--- src/rtl/rp_cmd_pkg.sv ---
package rp_cmd_pkg;

    typedef enum logic [2:0] {
        REQ_MRD   = 3'd0,
        REQ_MWR   = 3'd1,
        REQ_IORD  = 3'd2,
        REQ_IOWR  = 3'd3,
        REQ_CFGRD = 3'd4,
        REQ_CFGWR = 3'd5,
        REQ_MSG   = 3'd6,
        REQ_RSVD  = 3'd7
    } req_kind_e;

    localparam int CMD_W    = 16;
    localparam int BIT_BM   = 2;
    localparam int BIT_PERR = 6;
    localparam int BIT_SERR = 8;
    localparam int BIT_INTX = 10;

    localparam logic [CMD_W-1:0] RW_MASK =
        CMD_W'((1 << BIT_BM) | (1 << BIT_PERR) | (1 << BIT_SERR) | (1 << BIT_INTX));

    typedef struct packed {
        logic intx_dis;
        logic serr_en;
        logic perr_resp;
        logic bm_en;
    } cmd_ctrl_t;

    function automatic logic kind_is_gated(input logic [2:0] k);
        return k != REQ_MSG;
    endfunction

endpackage

--- src/rtl/rp_cmd_reg.sv ---
module rp_cmd_reg
    import rp_cmd_pkg::*;
#(
    parameter int AW     = 12,
    parameter int OFFSET = 4
) (
    input  logic             clk,
    input  logic             rst_n,
    input  logic             wr_en,
    input  logic             rd_en,
    input  logic [AW-1:0]    addr,
    input  logic [CMD_W-1:0] wdata,
    input  logic [1:0]       be,
    output logic [CMD_W-1:0] rdata,
    output logic             bm_en,
    output logic             serr_en
);
    localparam logic [AW-1:0] HIT_ADDR = AW'(OFFSET);

    cmd_ctrl_t ctrl_d, ctrl_q;
    logic      wr_hit, rd_hit;

    assign wr_hit = wr_en && (addr == HIT_ADDR);
    assign rd_hit = rd_en && (addr == HIT_ADDR);

    always_comb begin
        ctrl_d = ctrl_q;
        if (wr_hit) begin
            if (be[0]) begin
                ctrl_d.bm_en     = wdata[BIT_BM];
                ctrl_d.perr_resp = wdata[BIT_PERR];
            end
            if (be[1]) begin
                ctrl_d.serr_en  = wdata[BIT_SERR];
                ctrl_d.intx_dis = wdata[BIT_INTX];
            end
        end
    end

    always_ff @(posedge clk) begin
        if (!rst_n) ctrl_q <= '0;
        else        ctrl_q <= ctrl_d;
    end

    always_comb begin
        rdata = '0;
        if (rd_hit) begin
            rdata[BIT_BM]   = ctrl_q.bm_en;
            rdata[BIT_PERR] = ctrl_q.perr_resp;
            rdata[BIT_SERR] = ctrl_q.serr_en;
            rdata[BIT_INTX] = ctrl_q.intx_dis;
        end
    end

    assign bm_en   = ctrl_q.bm_en;
    assign serr_en = ctrl_q.serr_en;


    fixed_zero_chk: assert property (@(posedge clk) disable iff (!rst_n)
        (rdata & ~RW_MASK) == '0);


    other_offset_chk: assert property (@(posedge clk) disable iff (!rst_n)
        (wr_en && addr != HIT_ADDR) |=> $stable(ctrl_q));


    low_lane_only_chk: assert property (@(posedge clk) disable iff (!rst_n)
        (wr_hit && be == 2'b01) |=> ($stable(ctrl_q.serr_en) && $stable(ctrl_q.intx_dis)));


    bm_write_chk: assert property (@(posedge clk) disable iff (!rst_n)
        (wr_hit && be[0]) |=> (ctrl_q.bm_en == $past(wdata[BIT_BM])));

endmodule

--- src/rtl/rp_req_queue.sv ---
module rp_req_queue
    import rp_cmd_pkg::*;
#(
    parameter int DEPTH = 4,
    parameter int DW    = 16
) (
    input  logic          clk,
    input  logic          rst_n,
    input  logic          bm_en,
    input  logic          in_valid,
    input  logic [2:0]    in_kind,
    input  logic [DW-1:0] in_data,
    output logic          in_ready,
    input  logic          out_ready,
    output logic          fwd_valid,
    output logic          ur_valid,
    output logic [2:0]    out_kind,
    output logic [DW-1:0] out_data
);
    localparam int PW = (DEPTH > 1) ? $clog2(DEPTH) : 1;
    localparam int CW = $clog2(DEPTH + 1);
    localparam int EW = 3 + DW;

    typedef struct packed {
        logic [DEPTH-1:0][EW-1:0] mem;
        logic [PW-1:0]            wptr;
        logic [PW-1:0]            rptr;
        logic [CW-1:0]            count;
        logic                     fwd_v;
        logic                     ur_v;
        logic [EW-1:0]            out;
    } q_state_t;

    q_state_t      st_d, st_q;
    logic          push, pop, gated;
    logic [EW-1:0] head;

    function automatic logic [PW-1:0] bump(input logic [PW-1:0] p);
        return (p == PW'(DEPTH - 1)) ? '0 : p + 1'b1;
    endfunction

    assign in_ready = (st_q.count != CW'(DEPTH));
    assign push     = in_valid && in_ready;
    assign pop      = (st_q.count != '0) && out_ready;
    assign head     = st_q.mem[st_q.rptr];
    assign gated    = kind_is_gated(head[EW-1 -: 3]) && !bm_en;

    always_comb begin
        st_d       = st_q;
        st_d.fwd_v = 1'b0;
        st_d.ur_v  = 1'b0;
        if (push) begin
            st_d.mem[st_q.wptr] = {in_kind, in_data};
            st_d.wptr           = bump(st_q.wptr);
        end
        if (pop) begin
            st_d.out   = head;
            st_d.fwd_v = !gated;
            st_d.ur_v  = gated;
            st_d.rptr  = bump(st_q.rptr);
        end
        st_d.count = st_q.count + CW'(push) - CW'(pop);
    end

    always_ff @(posedge clk) begin
        if (!rst_n) st_q <= '0;
        else        st_q <= st_d;
    end

    assign fwd_valid = st_q.fwd_v;
    assign ur_valid  = st_q.ur_v;
    assign out_kind  = st_q.out[EW-1 -: 3];
    assign out_data  = st_q.out[DW-1:0];


    no_overflow_chk: assert property (@(posedge clk) disable iff (!rst_n)
        st_q.count <= CW'(DEPTH));


    full_hold_chk: assert property (@(posedge clk) disable iff (!rst_n)
        (st_q.count == CW'(DEPTH) && !out_ready) |=> (st_q.count == CW'(DEPTH)));


    ur_needs_bm_off_chk: assert property (@(posedge clk) disable iff (!rst_n)
        ur_valid |-> !$past(bm_en));


    msg_never_ur_chk: assert property (@(posedge clk) disable iff (!rst_n)
        ur_valid |-> (out_kind != REQ_MSG));


    one_outcome_chk: assert property (@(posedge clk) disable iff (!rst_n)
        !(fwd_valid && ur_valid));

endmodule

--- src/rtl/rp_err_gate.sv ---
module rp_err_gate (
    input  logic clk,
    input  logic rst_n,
    input  logic serr_en,
    input  logic loc_fatal,
    input  logic loc_nonfatal,
    input  logic rx_fatal,
    input  logic rx_nonfatal,
    input  logic par_det,
    output logic core_fatal,
    output logic core_nonfatal,
    output logic par_report
);
    typedef struct packed {
        logic fatal;
        logic nonfatal;
        logic par;
    } err_state_t;

    err_state_t es_d, es_q;

    always_comb begin
        es_d.fatal    = serr_en && (loc_fatal || rx_fatal);
        es_d.nonfatal = serr_en && (loc_nonfatal || rx_nonfatal);
        es_d.par      = par_det;
    end

    always_ff @(posedge clk) begin
        if (!rst_n) es_q <= '0;
        else        es_q <= es_d;
    end

    assign core_fatal    = es_q.fatal;
    assign core_nonfatal = es_q.nonfatal;
    assign par_report    = es_q.par;


    fatal_gate_chk: assert property (@(posedge clk) disable iff (!rst_n)
        core_fatal |-> $past(serr_en));


    nonfatal_gate_chk: assert property (@(posedge clk) disable iff (!rst_n)
        core_nonfatal |-> $past(serr_en));

endmodule

--- src/rtl/rp_cmd_gate.sv ---
module rp_cmd_gate
    import rp_cmd_pkg::*;
#(
    parameter int AW    = 12,
    parameter int DEPTH = 4,
    parameter int DW    = 16
) (
    input  logic          clk,
    input  logic          rst_n,
    input  logic          cfg_wr,
    input  logic          cfg_rd,
    input  logic [AW-1:0] cfg_addr,
    input  logic [15:0]   cfg_wdata,
    input  logic [1:0]    cfg_be,
    output logic [15:0]   cfg_rdata,
    input  logic          up_valid,
    input  logic [2:0]    up_kind,
    input  logic [DW-1:0] up_data,
    output logic          up_ready,
    input  logic          dn_ready,
    output logic          dn_fwd_valid,
    output logic          dn_ur_valid,
    output logic [2:0]    dn_kind,
    output logic [DW-1:0] dn_data,
    input  logic          loc_fatal,
    input  logic          loc_nonfatal,
    input  logic          rx_err_fatal,
    input  logic          rx_err_nonfatal,
    input  logic          par_err_det,
    output logic          core_fatal,
    output logic          core_nonfatal,
    output logic          par_err_report
);
    logic bm_en, serr_en;

    rp_cmd_reg #(.AW(AW), .OFFSET(4)) u_reg (
        .clk     (clk),
        .rst_n   (rst_n),
        .wr_en   (cfg_wr),
        .rd_en   (cfg_rd),
        .addr    (cfg_addr),
        .wdata   (cfg_wdata),
        .be      (cfg_be),
        .rdata   (cfg_rdata),
        .bm_en   (bm_en),
        .serr_en (serr_en)
    );

    rp_req_queue #(.DEPTH(DEPTH), .DW(DW)) u_queue (
        .clk       (clk),
        .rst_n     (rst_n),
        .bm_en     (bm_en),
        .in_valid  (up_valid),
        .in_kind   (up_kind),
        .in_data   (up_data),
        .in_ready  (up_ready),
        .out_ready (dn_ready),
        .fwd_valid (dn_fwd_valid),
        .ur_valid  (dn_ur_valid),
        .out_kind  (dn_kind),
        .out_data  (dn_data)
    );

    rp_err_gate u_err (
        .clk           (clk),
        .rst_n         (rst_n),
        .serr_en       (serr_en),
        .loc_fatal     (loc_fatal),
        .loc_nonfatal  (loc_nonfatal),
        .rx_fatal      (rx_err_fatal),
        .rx_nonfatal   (rx_err_nonfatal),
        .par_det       (par_err_det),
        .core_fatal    (core_fatal),
        .core_nonfatal (core_nonfatal),
        .par_report    (par_err_report)
    );

endmodule

--- config.mk ---
export PLATFORM = sky130hd
export DESIGN_NAME = rp_cmd_gate
export DESIGN_NICKNAME = d
export VERILOG_FILES = /design/src/rtl/rp_cmd_pkg.sv /design/src/rtl/rp_cmd_reg.sv /design/src/rtl/rp_req_queue.sv /design/src/rtl/rp_err_gate.sv /design/src/rtl/rp_cmd_gate.sv
export SDC_FILE = /design/constraint.sdc
export NUM_CORES = 1
export LEC_CHECK = 0
export ABC_AREA = 0
export BUFFER_PORTS_ARGS = -buffer_cell sky130_fd_sc_hd__buf_2
export CORE_MARGIN = 4
export CORE_UTILIZATION = 30
export CTS_CLUSTER_SIZE = 40
export DETAILED_ROUTE_END_ITERATION = 16
export SYNTH_ARGS = -nofsm -noshare
export SYNTH_HDL_FRONTEND = slang
export SYNTH_SLANG_ARGS = --single-unit
--- constraint.sdc ---
create_clock -name clk -period 2.02 [get_ports clk]
set_input_delay 0.101 -clock clk [delete_from_list [all_inputs] [get_ports clk]]
set_output_delay 0.101 -clock clk [all_outputs]
set_load 0.01 [all_outputs]
==> summary.md <==
| Metric | Value |
|---|---|
| Synth cell types | 37 |
| Avg WL per Cell | 14.7 µm |
| Initial DRC Count | about 210 |
| Area share of the largest cell type after synthesis | 43.5% |
| H-tree levels | 3 |
| Post-synthesis adder-cell area fraction | 1.86% |
| Total core area | around 17,000 µm² |
| DIE HEIGHT | around 140 µm |
| Hold/Removal Path Class | input port to register |
| Row count | 47 |
| Port bufs | 76 |
| Arrival time worst endpoint | 2190 ps |
| Total GRT Usage | between 10% and 20% |
| Routed via count | between 3,000 and 4,000 |
| Number of global-route vias before repair | around 3,700 |
| Global-route wire length before repair | approximately 20,000 µm |
| Die ar. | 19,200 µm² |
| Pwr dens | ~1000 nW/µm² |
| Clock Sinks | 111 |
| Setup TNS | 0 ps |
| Synth async-reset ratio | 0% |
| CTS Buf Count | 9 |
| Post-synthesis compound-gate area fraction | 15.1% |
| Final Power | about 0.0057 W |
| Hold Worst Slack | ~14 ps |
| Final Wtd Congestion | 0.828 |
| Initial Utilization | slightly above 30% |
| Leak Pwr | about 2.2 nW |
| Fin. Hold Viols | 0 |
| Mapped Cells | approximately 560 |
| CP required | between 2000 and 2500 ps |
| Post-DRT Antenna Nets | 0 |
| Total of max-cap violations | 0 |
| IO Count | about 100 |
| Simple-gate area share of the yosys netlist | 20.1% |
| Die Wd | between 100 and 150 µm |
| Mapped Avg Cell Area | between 9 and 10 µm² |
| # setup viols final | 0 |
| DR pass1 iterations | 4 |
| CTS Root Cell | clkbuf_16 |
| DRC Markers | 0 |
| CTS tree | done |
| Inserted Diodes | 0 |
| Biggest area consumer among synthesized cells | dfxtp_1 |
| Slew margin rel. | 62.6% |
| Dpl cells | 815 |
| Layout cells sized above 1 | 22.1% |
| Net count, final | between 600 and 700 |
| Cell Area, Synth | 5100 µm² |
| Post-synthesis sequential area ratio | a little over two fifths |
| Clock Tree Buf Depth | 2 |
| Combinational family with the most area after synthesis | simple AND/OR/NAND/NOR gates |
| Crit end category | register |
| Later-pin clock latency in the skew report | 350 ps |
| Critical Path Source Type | register |
| Final min period | about 1900 ps |
| Slowest CP cell | or3b_4 |
| DP HPWL | between 8000 and 9000 µm |
| Yosys warnings | 0 |
| Status | completed |
| GR Overflow Total | 0 |
| Synth top cells by count | 199 x nand2_1, 111 x dfxtp_1, 59 x a21boi_0 |
| Critical-path cell list | or3b_4, nand2_4, inv_1, ha_1, fa_2, xnor2_1, xnor2_1, and2_1 |
| Area grow syn2layout | 14.4% |
| Tcrit/Tclk final | about 96% |
| Vias per inst | between 4 and 5 |
| Worst Tran Pin Value | 560 ps |
| Largest net degree at the start of global routing | 36 |
| Max-slew violations | 0 |
| Clock skew | roughly 7.4 ps |
| Clock Pin Slew Worst Setup and Hold Paths | 70 ps |
| Critical path's largest stage delay | ~400 ps |
| Max rail drop VDD | 0.000537 V |
| Final wirelength | 12,300 µm |
| Dominant cells by area after synthesis | dfxtp_1 44%, nand2_1 15%, a21boi_0 8.7%, mux4_2 8.4%, a21boi_1 5.7% |
| Post-CTS Setup Repair Bufs | 0 |
| Non-filler cells, final | 836 |
| Post-synthesis mux area share | between 9 and 10% |
| Most instantiated library cell after synthesis | nand2_1 |
| XOR/XNOR share of the synthesized area | 0.343% |
| Worst-path fanout max | 4 |
| Yosys reg bits | around 110 |
| CP most frequent cell | xnor2_1 |
| Most used DFF post-synth | dfxtp_1 |
| Initial antenna violation count | 3 |
| Fmax | between 500 and 600 MHz |
| Kind of critical path | register to register |
| EDFF count, synth | 0 |
| Fin util | about a third |
| RSZ-0062 raised after global routing | false |
[per-stage QoR]
stage | setup WS (ps) | instance area [µm²]
2_1_floorplan | 5.03 | 5160
3_3_place_gp | 67.8 | 5450
3_5_place_dp | 73.0 | 5450
4_1_cts | 24.8 | 5830
5_1_grt | 5.23 | 5840
6_report | 72.8 | 5840
[critical path: cells and delay by family, from the launching register on]
family | cells | cell delay (ps)
xor gates and xnor gates | 2 | 260
adders and majority gates | 2 | 540
buffers and inverters | 1 | 50
DFF | 1 | 360
and+or+nand+nor | 3 | 640
[what timing repair did]
action / CTS / global route
hold buffers: 5 / 0
setup endpoints to repair: 0 / 1
hold endpoints to repair: 3 / 0
resized for setup: 0 / 4
[flip-flops by register name, indices dropped and copies added (netlist names)]
name	cells
u_err.core_nonfatal	1
u_reg.serr_en	1
u_queue.out_data	16
u_queue.out_kind	3
u_err.core_fatal	1
u_reg.bm_en	1
u_queue.st_q	83
u_queue.ur_valid	1
u_queue.fwd_valid	1
u_reg.ctrl_q	2
u_err.par_report	1
[kinds of logic (layout without fill, tap and decap cells)]
kind of cell,Yosys count,after routing
AO/OA/AOI/OAI,103,103
XOR/XNOR,2,2
adder cells (fa/ha/maj),7,7
buffers and inverters,75,118
flip-flops,111,111
multiplexers,23,23
other,1,12
AND/OR/NAND/NOR,240,240
[worst paths after layout]
path	from	to	slack (ps)	cells after the start
worst max-delay path	u_queue.st_q[23]$_SDFF_PN0_	u_queue.st_q[23]$_SDFF_PN0_	70	8
worst min-delay path	cfg_wdata[2]	u_reg.bm_en$_SDFFE_PN0P_	10	3
worst min register to register	u_queue.st_q[45]$_SDFFE_PN0P_	u_queue.st_q[45]$_SDFFE_PN0P_	450	2
worst max register to register	u_queue.st_q[23]$_SDFF_PN0_	u_queue.st_q[23]$_SDFF_PN0_	70	8
[power breakdown]
group	switching [W]	internal (W)	leakage [nW]
clock network	0.000825	0.00109	0.152
registers	0.000112	0.00237	0.901
logic	0.000747	0.000540	1.12
[cell usage in the layout (no fill, tap or decap), types with 6 or more instances in the layout]
cell / n
ha_1: 6
buf_4: 9
buf_2: 76
inv_1: 10
conb_1: 12
dfxtp_1: 109
nor2b_1: 6
a21boi_1: 39
mux4_2: 19
a21boi_0: 59
nand2_1: 197
clkbuf_16: 9
nor2_1: 9
[routing by layer]
metal / wire length, µm / share of wire [%] / track usage, % / vias to the layer above
met5: 40 / 0.32 / 0 / -
li1: - / - / - / 1924
met1: 5800 / 47 / 16.5 / 1752
met4: 110 / 0.89 / 2.86 / 6
met3: 732 / 5.9 / 4.14 / 15
met2: 5650 / 46 / 21.0 / 92
[area by class of cell]
cell class	instances	area [µm²]
fill	1679	10800
multi-input combinational	387	2440
sequential	111	2220
timing repair buffer	92	538
tap	220	275
clock buffer	9	225
clock inverter	7	97.6
inverter	10	37.5
No activity file was read; power rests on OpenSTA's default activity.
